--- config.mk ---
export PLATFORM = sky130hd
export DESIGN_NAME = regslv_top
export DESIGN_NICKNAME = d
export VERILOG_FILES = /design/src/rtl/regslv_pkg.sv /design/src/rtl/regslv_ctrl.sv /design/src/rtl/regslv_datapath.sv /design/src/rtl/regslv_top.sv
export SDC_FILE = /design/constraint.sdc
export NUM_CORES = 1
export LEC_CHECK = 0
export ABC_AREA = 1
export BUFFER_PORTS_ARGS = -buffer_cell sky130_fd_sc_hd__clkbuf_2
export CORE_UTILIZATION = 57
export DETAILED_ROUTE_END_ITERATION = 10
export PLACE_DENSITY = 0.79
export SLEW_MARGIN = 20
export SYNTH_ARGS = -nofsm -noshare
export SYNTH_HDL_FRONTEND = slang
export SYNTH_SLANG_ARGS = --single-unit
--- constraint.sdc ---
create_clock -name clk -period 5.1 [get_ports clk]
set_clock_uncertainty 0.1 [all_clocks]
set_input_delay 0.765 -clock clk [delete_from_list [all_inputs] [get_ports clk]]
set_output_delay 0.765 -clock clk [all_outputs]
set_load 0.05 [all_outputs]
--- src/rtl/regslv_pkg.sv ---
package regslv_pkg;
  timeunit 1ns;
  timeprecision 100ps;

  localparam int NREG     = 4;
  localparam int IDXW     = $clog2(NREG);
  localparam int CTRL_IDX = 0;
  localparam int SLOW_IDX = 2;
  localparam int STAT_IDX = 3;

  typedef struct packed {
    logic            wrStrobe;
    logic            rdCapture;
    logic [IDXW-1:0] regIdx;
  } strobe_t;

  typedef enum logic [1:0] {
    ST_IDLE = 2'd0,
    ST_SLOW = 2'd1,
    ST_RESP = 2'd2
  } state_t;
endpackage

--- src/rtl/regslv_ctrl.sv ---
module regslv_ctrl
  import regslv_pkg::*;
#(
  parameter int SLOW_LAT = 12
) (
  input  logic            clk,
  input  logic            rstN,
  input  logic            busCs,
  input  logic            rnw,
  input  logic [NREG-1:0] rdCe,
  input  logic [NREG-1:0] wrCe,
  input  logic            busy,
  output strobe_t         stb,
  output logic            ack,
  output logic            err,
  output logic            retry,
  output logic            toutSup
);
  timeunit 1ns;
  timeprecision 100ps;

  localparam int CNTW = $clog2(SLOW_LAT + 1);

  state_t          state;
  logic [CNTW-1:0] cnt;
  logic [IDXW-1:0] slowIdx;
  logic            slowRnw;

  logic [NREG-1:0] ceSel;
  logic            reqValid;
  logic            multiHit;
  logic [IDXW-1:0] liveIdx;
  logic            roWrite;
  logic            fastOk;
  logic            slowDone;

  always_comb begin
    ceSel    = rnw ? rdCe : wrCe;
    reqValid = busCs && (|ceSel);
    multiHit = !$onehot(ceSel);
    liveIdx  = '0;
    for (int i = 0; i < NREG; i++) begin
      if (ceSel[i]) liveIdx = IDXW'(i);
    end
  end

  assign roWrite  = (liveIdx == IDXW'(STAT_IDX)) && !rnw;
  assign fastOk   = (state == ST_IDLE) && reqValid && !multiHit && !roWrite
                    && (liveIdx != IDXW'(SLOW_IDX));
  assign slowDone = (state == ST_SLOW) && (cnt == CNTW'(SLOW_LAT - 1));

  always_comb begin
    stb.wrStrobe  = (fastOk && !rnw) || (slowDone && !slowRnw);
    stb.rdCapture = (fastOk && rnw) || (slowDone && slowRnw);
    stb.regIdx    = (state == ST_SLOW) ? slowIdx : liveIdx;
  end

  always_ff @(posedge clk) begin
    if (!rstN) begin
      state   <= ST_IDLE;
      cnt     <= '0;
      slowIdx <= '0;
      slowRnw <= 1'b0;
      ack     <= 1'b0;
      err     <= 1'b0;
      retry   <= 1'b0;
      toutSup <= 1'b0;
    end else begin
      unique case (state)
        ST_IDLE: begin
          if (reqValid) begin
            if (multiHit || roWrite) begin
              ack   <= 1'b1;
              err   <= 1'b1;
              state <= ST_RESP;
            end else if (liveIdx == IDXW'(SLOW_IDX)) begin
              if (busy) begin
                retry <= 1'b1;
                state <= ST_RESP;
              end else begin
                cnt     <= CNTW'(1);
                toutSup <= 1'b1;
                slowIdx <= liveIdx;
                slowRnw <= rnw;
                state   <= ST_SLOW;
              end
            end else begin
              ack   <= 1'b1;
              state <= ST_RESP;
            end
          end
        end
        ST_SLOW: begin
          cnt <= cnt + CNTW'(1);
          if (slowDone) begin
            ack   <= 1'b1;
            state <= ST_RESP;
          end
        end
        ST_RESP: begin
          ack     <= 1'b0;
          err     <= 1'b0;
          retry   <= 1'b0;
          toutSup <= 1'b0;
          state   <= ST_IDLE;
        end
        default: state <= ST_IDLE;
      endcase
    end
  end

  // response signalling rules
  a_r10_ack_retry_excl: assert property (@(posedge clk) disable iff (!rstN)
    !(ack && retry));
  a_r10_err_with_ack: assert property (@(posedge clk) disable iff (!rstN)
    err |-> ack);
  a_r10_ack_pulse: assert property (@(posedge clk) disable iff (!rstN)
    ack |=> !ack);
  a_r10_retry_pulse: assert property (@(posedge clk) disable iff (!rstN)
    retry |=> !retry);
  // timeout suppression stays up until the acknowledge, then drops
  a_r6_tsup_hold: assert property (@(posedge clk) disable iff (!rstN)
    (toutSup && !ack) |=> toutSup);
  a_r6_tsup_drop: assert property (@(posedge clk) disable iff (!rstN)
    (toutSup && ack) |=> !toutSup);
  // a retry never carries timeout suppression
  a_r7_retry_no_tsup: assert property (@(posedge clk) disable iff (!rstN)
    retry |-> !toutSup);
endmodule

--- src/rtl/regslv_datapath.sv ---
module regslv_datapath
  import regslv_pkg::*;
#(
  parameter int          DATA_W     = 32,
  parameter logic [15:0] STATUS_TAG = 16'h5EA1
) (
  input  logic                clk,
  input  logic                rstN,
  input  strobe_t             stb,
  input  logic [DATA_W/8-1:0] be,
  input  logic [DATA_W-1:0]   wrData,
  output logic [DATA_W-1:0]   rdData,
  output logic                busy
);
  timeunit 1ns;
  timeprecision 100ps;

  localparam int LANES = DATA_W / 8;
  localparam int NSTORE = STAT_IDX;

  logic [DATA_W-1:0] regQ [NSTORE];
  logic [DATA_W-1:0] statusWord;
  logic [DATA_W-1:0] rdMux;

  for (genvar g = 0; g < NSTORE; g++) begin : g_store
    always_ff @(posedge clk) begin
      if (!rstN) begin
        regQ[g] <= '0;
      end else if (stb.wrStrobe && (stb.regIdx == IDXW'(g))) begin
        for (int l = 0; l < LANES; l++) begin
          if (be[l]) regQ[g][8*l +: 8] <= wrData[8*l +: 8];
        end
      end
    end

    // storage changes only under a write strobe aimed at it
    a_r4_no_stray_write: assert property (@(posedge clk) disable iff (!rstN)
      !(stb.wrStrobe && (stb.regIdx == IDXW'(g))) |=> $stable(regQ[g]));
  end

  assign busy       = regQ[CTRL_IDX][0];
  assign statusWord = {STATUS_TAG, {(DATA_W-17){1'b0}}, busy};

  always_comb begin
    rdMux = statusWord;
    for (int i = 0; i < NSTORE; i++) begin
      if (stb.regIdx == IDXW'(i)) rdMux = regQ[i];
    end
  end

  always_ff @(posedge clk) begin
    if (!rstN) rdData <= '0;
    else       rdData <= stb.rdCapture ? rdMux : '0;
  end
endmodule

--- src/rtl/regslv_top.sv ---
module regslv_top
  import regslv_pkg::*;
#(
  parameter int          DATA_W     = 32,
  parameter int          SLOW_LAT   = 12,
  parameter logic [15:0] STATUS_TAG = 16'h5EA1
) (
  input  logic                clk,
  input  logic                rstN,
  input  logic                busCs,
  input  logic                rnw,
  input  logic [NREG-1:0]     rdCe,
  input  logic [NREG-1:0]     wrCe,
  input  logic [DATA_W/8-1:0] be,
  input  logic [DATA_W-1:0]   wrData,
  output logic                ack,
  output logic [DATA_W-1:0]   rdData,
  output logic                err,
  output logic                retry,
  output logic                toutSup
);
  timeunit 1ns;
  timeprecision 100ps;

  strobe_t stb;
  logic    busy;

  regslv_ctrl #(.SLOW_LAT(SLOW_LAT)) u_ctrl (
    .clk(clk), .rstN(rstN), .busCs(busCs), .rnw(rnw), .rdCe(rdCe),
    .wrCe(wrCe), .busy(busy), .stb(stb), .ack(ack), .err(err),
    .retry(retry), .toutSup(toutSup)
  );

  regslv_datapath #(.DATA_W(DATA_W), .STATUS_TAG(STATUS_TAG)) u_dp (
    .clk(clk), .rstN(rstN), .stb(stb), .be(be), .wrData(wrData),
    .rdData(rdData), .busy(busy)
  );

  // read data is zero outside the acknowledge cycle
  a_r3_rd_only_on_ack: assert property (@(posedge clk) disable iff (!rstN)
    !ack |-> (rdData == '0));
endmodule

==> results_dict.tcl <==
set metrics [dict create \
    ys_types 33 \
    nNetsFinal 810 \
    viasPerCell 5.42 \
    yosysWarnings 0 \
    slew_headroom_pct 34.7 \
    cap_viol_max_count 0 \
    finalCriticalPeriod_ns 3.64 \
    placement_rows 38 \
    fin_setup_tns_ns 0 \
    final_cell_mix "125 x nor2_1, 96 x edfxtp_1, 90 x nand2_1" \
    hpwl_mm 9.07 \
    preCtsSetupSlack_ns 0.905 \
    p_int_uw 2130 \
    dieArea_um2 11500 \
    dpl-instance-area_um2 6910 \
    cts_hold_buf 0 \
    grt_max_degree 48 \
    syn_avg_cell_area_um2 9.58 \
    rsz0062_at_grt "false" \
    synthCells 659 \
    design.core.area_um2 10800 \
    cts_made_buffers 17 \
    insertion_delay_ns 0.54 \
    ys_ff_latch 141 \
    period_share_pct 71.4 \
    ios 84 \
    setup_violations 0 \
    port_buffers 83 \
    drcViolationCount 0 \
    status "finished clean" \
    start_kind "input pin" \
    r2r_setup_slack_ns 1.77 \
    gp_congestion 0.862 \
    routed_wl_mm 13.5 \
    start_util_pct 58.5 \
    ys.flop_type "edfxtp_1" \
    grt_pass1_wl_mm 21.8 \
    ir_drop_mv 0.301 \
    synth-edff-count 96 \
    ant_nets 0 \
    ys_seq_area_share_pct 59.9 \
    reg2reg_from "u_ctrl.state[1]" \
    finalHoldViolCount 0 \
    final_common_cell "nor2_1" \
    first_pass_iters 5 \
    hold_class "flip-flop to flip-flop" \
    clock_power_share_pct 36.6 \
    die_h_um 107 \
    final_area_um2 7440 \
    antenna_found_initial 0 \
    grt_pass1_vias 4618 \
    drtIter0Drc 355 \
    clock-sinks 141 \
    dieWidth_um 107 \
    switching_power_uw 939 \
    critPathCaptureType "flip-flop" \
    synthesis.nets 718 \
    syn_area_um2 6310 \
    path_class "input pin to flip-flop" \
    h-tree-depth 4 \
    routedWlPerCell_um 15.0 \
    grt_overflow 0 \
    drive_above_1_share_pct 18.5 \
    power.total_uw 3070 \
    holdPathStages 2 \
    num_vias 4901 \
    drv_slew 0 \
    rr_worst_depth 8 \
    area_growth_syn_to_layout_pct 17.8 \
    clockBufferDepth 2 \
    clkTransAtPathRegs_ns 0.06 \
    cp-startpoint "rnw" \
    max_freq_mhz 275 \
    post_cts_buffers 0 \
    crit_path_max_fanout 15 \
    hold_start "u_ctrl.slowIdx[0]" \
    worstPathArrival_ns 3.79 \
    seqPwrFrac_pct 42.4 \
    leakage_uw 0.00346 \
    grt_usage_pct 25.4 \
    p_sw_share_pct 30.6 \
    diodes 0 \
    combPwrFrac_pct 21.0 \
    crit_required_ns 5.25 \
    cts-root-buf "clkbuf_8" \
    utilization_pct 68.9 \
    setup_slack_ns 1.46 \
    tightest_slew_ns 0.977 \
    cts_tree "built" \
    ctsResizeCount 0 \
    pwr_density_cell_nw_per_um2 412 \
    async_flop_share_pct 0 \
]
-- path summary, 6_finish.rpt --
path | end
worst max-delay path | u_dp.regQ[0][1]
worst min-delay path | u_ctrl.slowIdx[0]
worst max register to register | u_dp.regQ[0][28]
worst min register to register | u_ctrl.slowIdx[0]
-- final cells by class --
cell class / instances / area, µm²
Sequential cell: 141 / 3780
Fill cell: 812 / 3360
Multi-Input combinational cell: 402 / 2070
Timing Repair Buffer: 100 / 543
Clock buffer: 22 / 433
Inverter: 89 / 334
Tap cell: 140 / 175
Clock inverter: 10 / 97.6
-- synthesized netlist by cell type, types with 5 or more instances --
cell type,n,area share [%]
nand2_1,90,5.4
inv_1,88,5.2
nor3_1,5,0.40
nand4_4,9,3.0
nand3_1,78,6.2
edfxtp_1,96,46
clkbuf_1,13,0.77
a21oi_1,17,1.3
nand4_1,22,2.2
o21ai_0,27,2.1
ha_1,10,2.0
buf_2,9,0.71
nor2_1,125,7.4
dfxtp_1,45,14
-- flip-flops by register name, indices dropped and copies added (netlist names) --
register and count:
u_ctrl.slowRnw 1, u_ctrl.cnt 4, u_ctrl.retry 1, u_ctrl.slowIdx 2, u_dp.regQ 96, u_dp.rdData 32, u_ctrl.err 1, u_ctrl.toutSup 1
u_ctrl.state 2, u_ctrl.ack 1
-- critical path, cell delays in order --
cell      delay (ns)
clkbuf_2        0.16
inv_2           0.07
or2_2           0.26
o21ai_0         0.11
ha_1            0.28
ha_1            0.21
fa_1            0.43
inv_1           0.07
nand3_1         0.09
nor3_1          0.24
nand3_1         0.17
nand2_4         0.30
nand2_1         0.19
o21ai_0         0.21
buf_4           0.21
-- kinds of logic (layout without fill, tap and decap cells) --
logic type | count (synthesis) | after routing | synth area share, %
xor gates and xnor gates | 2 | 2 | 0.278
AOI/OAI and AO/OA | 52 | 52 | 4.50
and+or+nand+nor | 337 | 337 | 25.7
DFF | 141 | 141 | 59.9
buffers and inverters | 116 | 221 | 7.25
adders and majority gates | 11 | 11 | 2.30
-- per-stage QoR --
stage          hold WS [ns]  std cells
2_1_floorplan         0.323        659
3_3_place_gp          0.332        872
3_5_place_dp          0.345        872
4_1_cts               0.354        904
5_1_grt               0.382        904
6_report              0.356        904
-- power by group through the flow --
| stage | combinational (µW) | sequential, µW | clock [µW] |
|---|---|---|---|
| floorplan | 422 | 1370 | 0 |
| global placement | 607 | 1320 | 0 |
| detailed placement | 634 | 1320 | 0 |
| CTS | 643 | 1300 | 1130 |
| global route | 712 | 1310 | 1170 |
| finish | 643 | 1300 | 1120 |
-- routing by layer --
| layer | track usage (%) | share of wire (%) | vias up |
|---|---|---|---|
| met5 | 0 | 0 | - |
| met4 | 13.5 | 2.2 | 0 |
| met3 | 6.14 | 7.7 | 31 |
| met2 | 41.6 | 49 | 200 |
| met1 | 31.1 | 41 | 2292 |
| li1 | - | - | 2378 |
No activity file was read; power rests on OpenSTA's default activity.
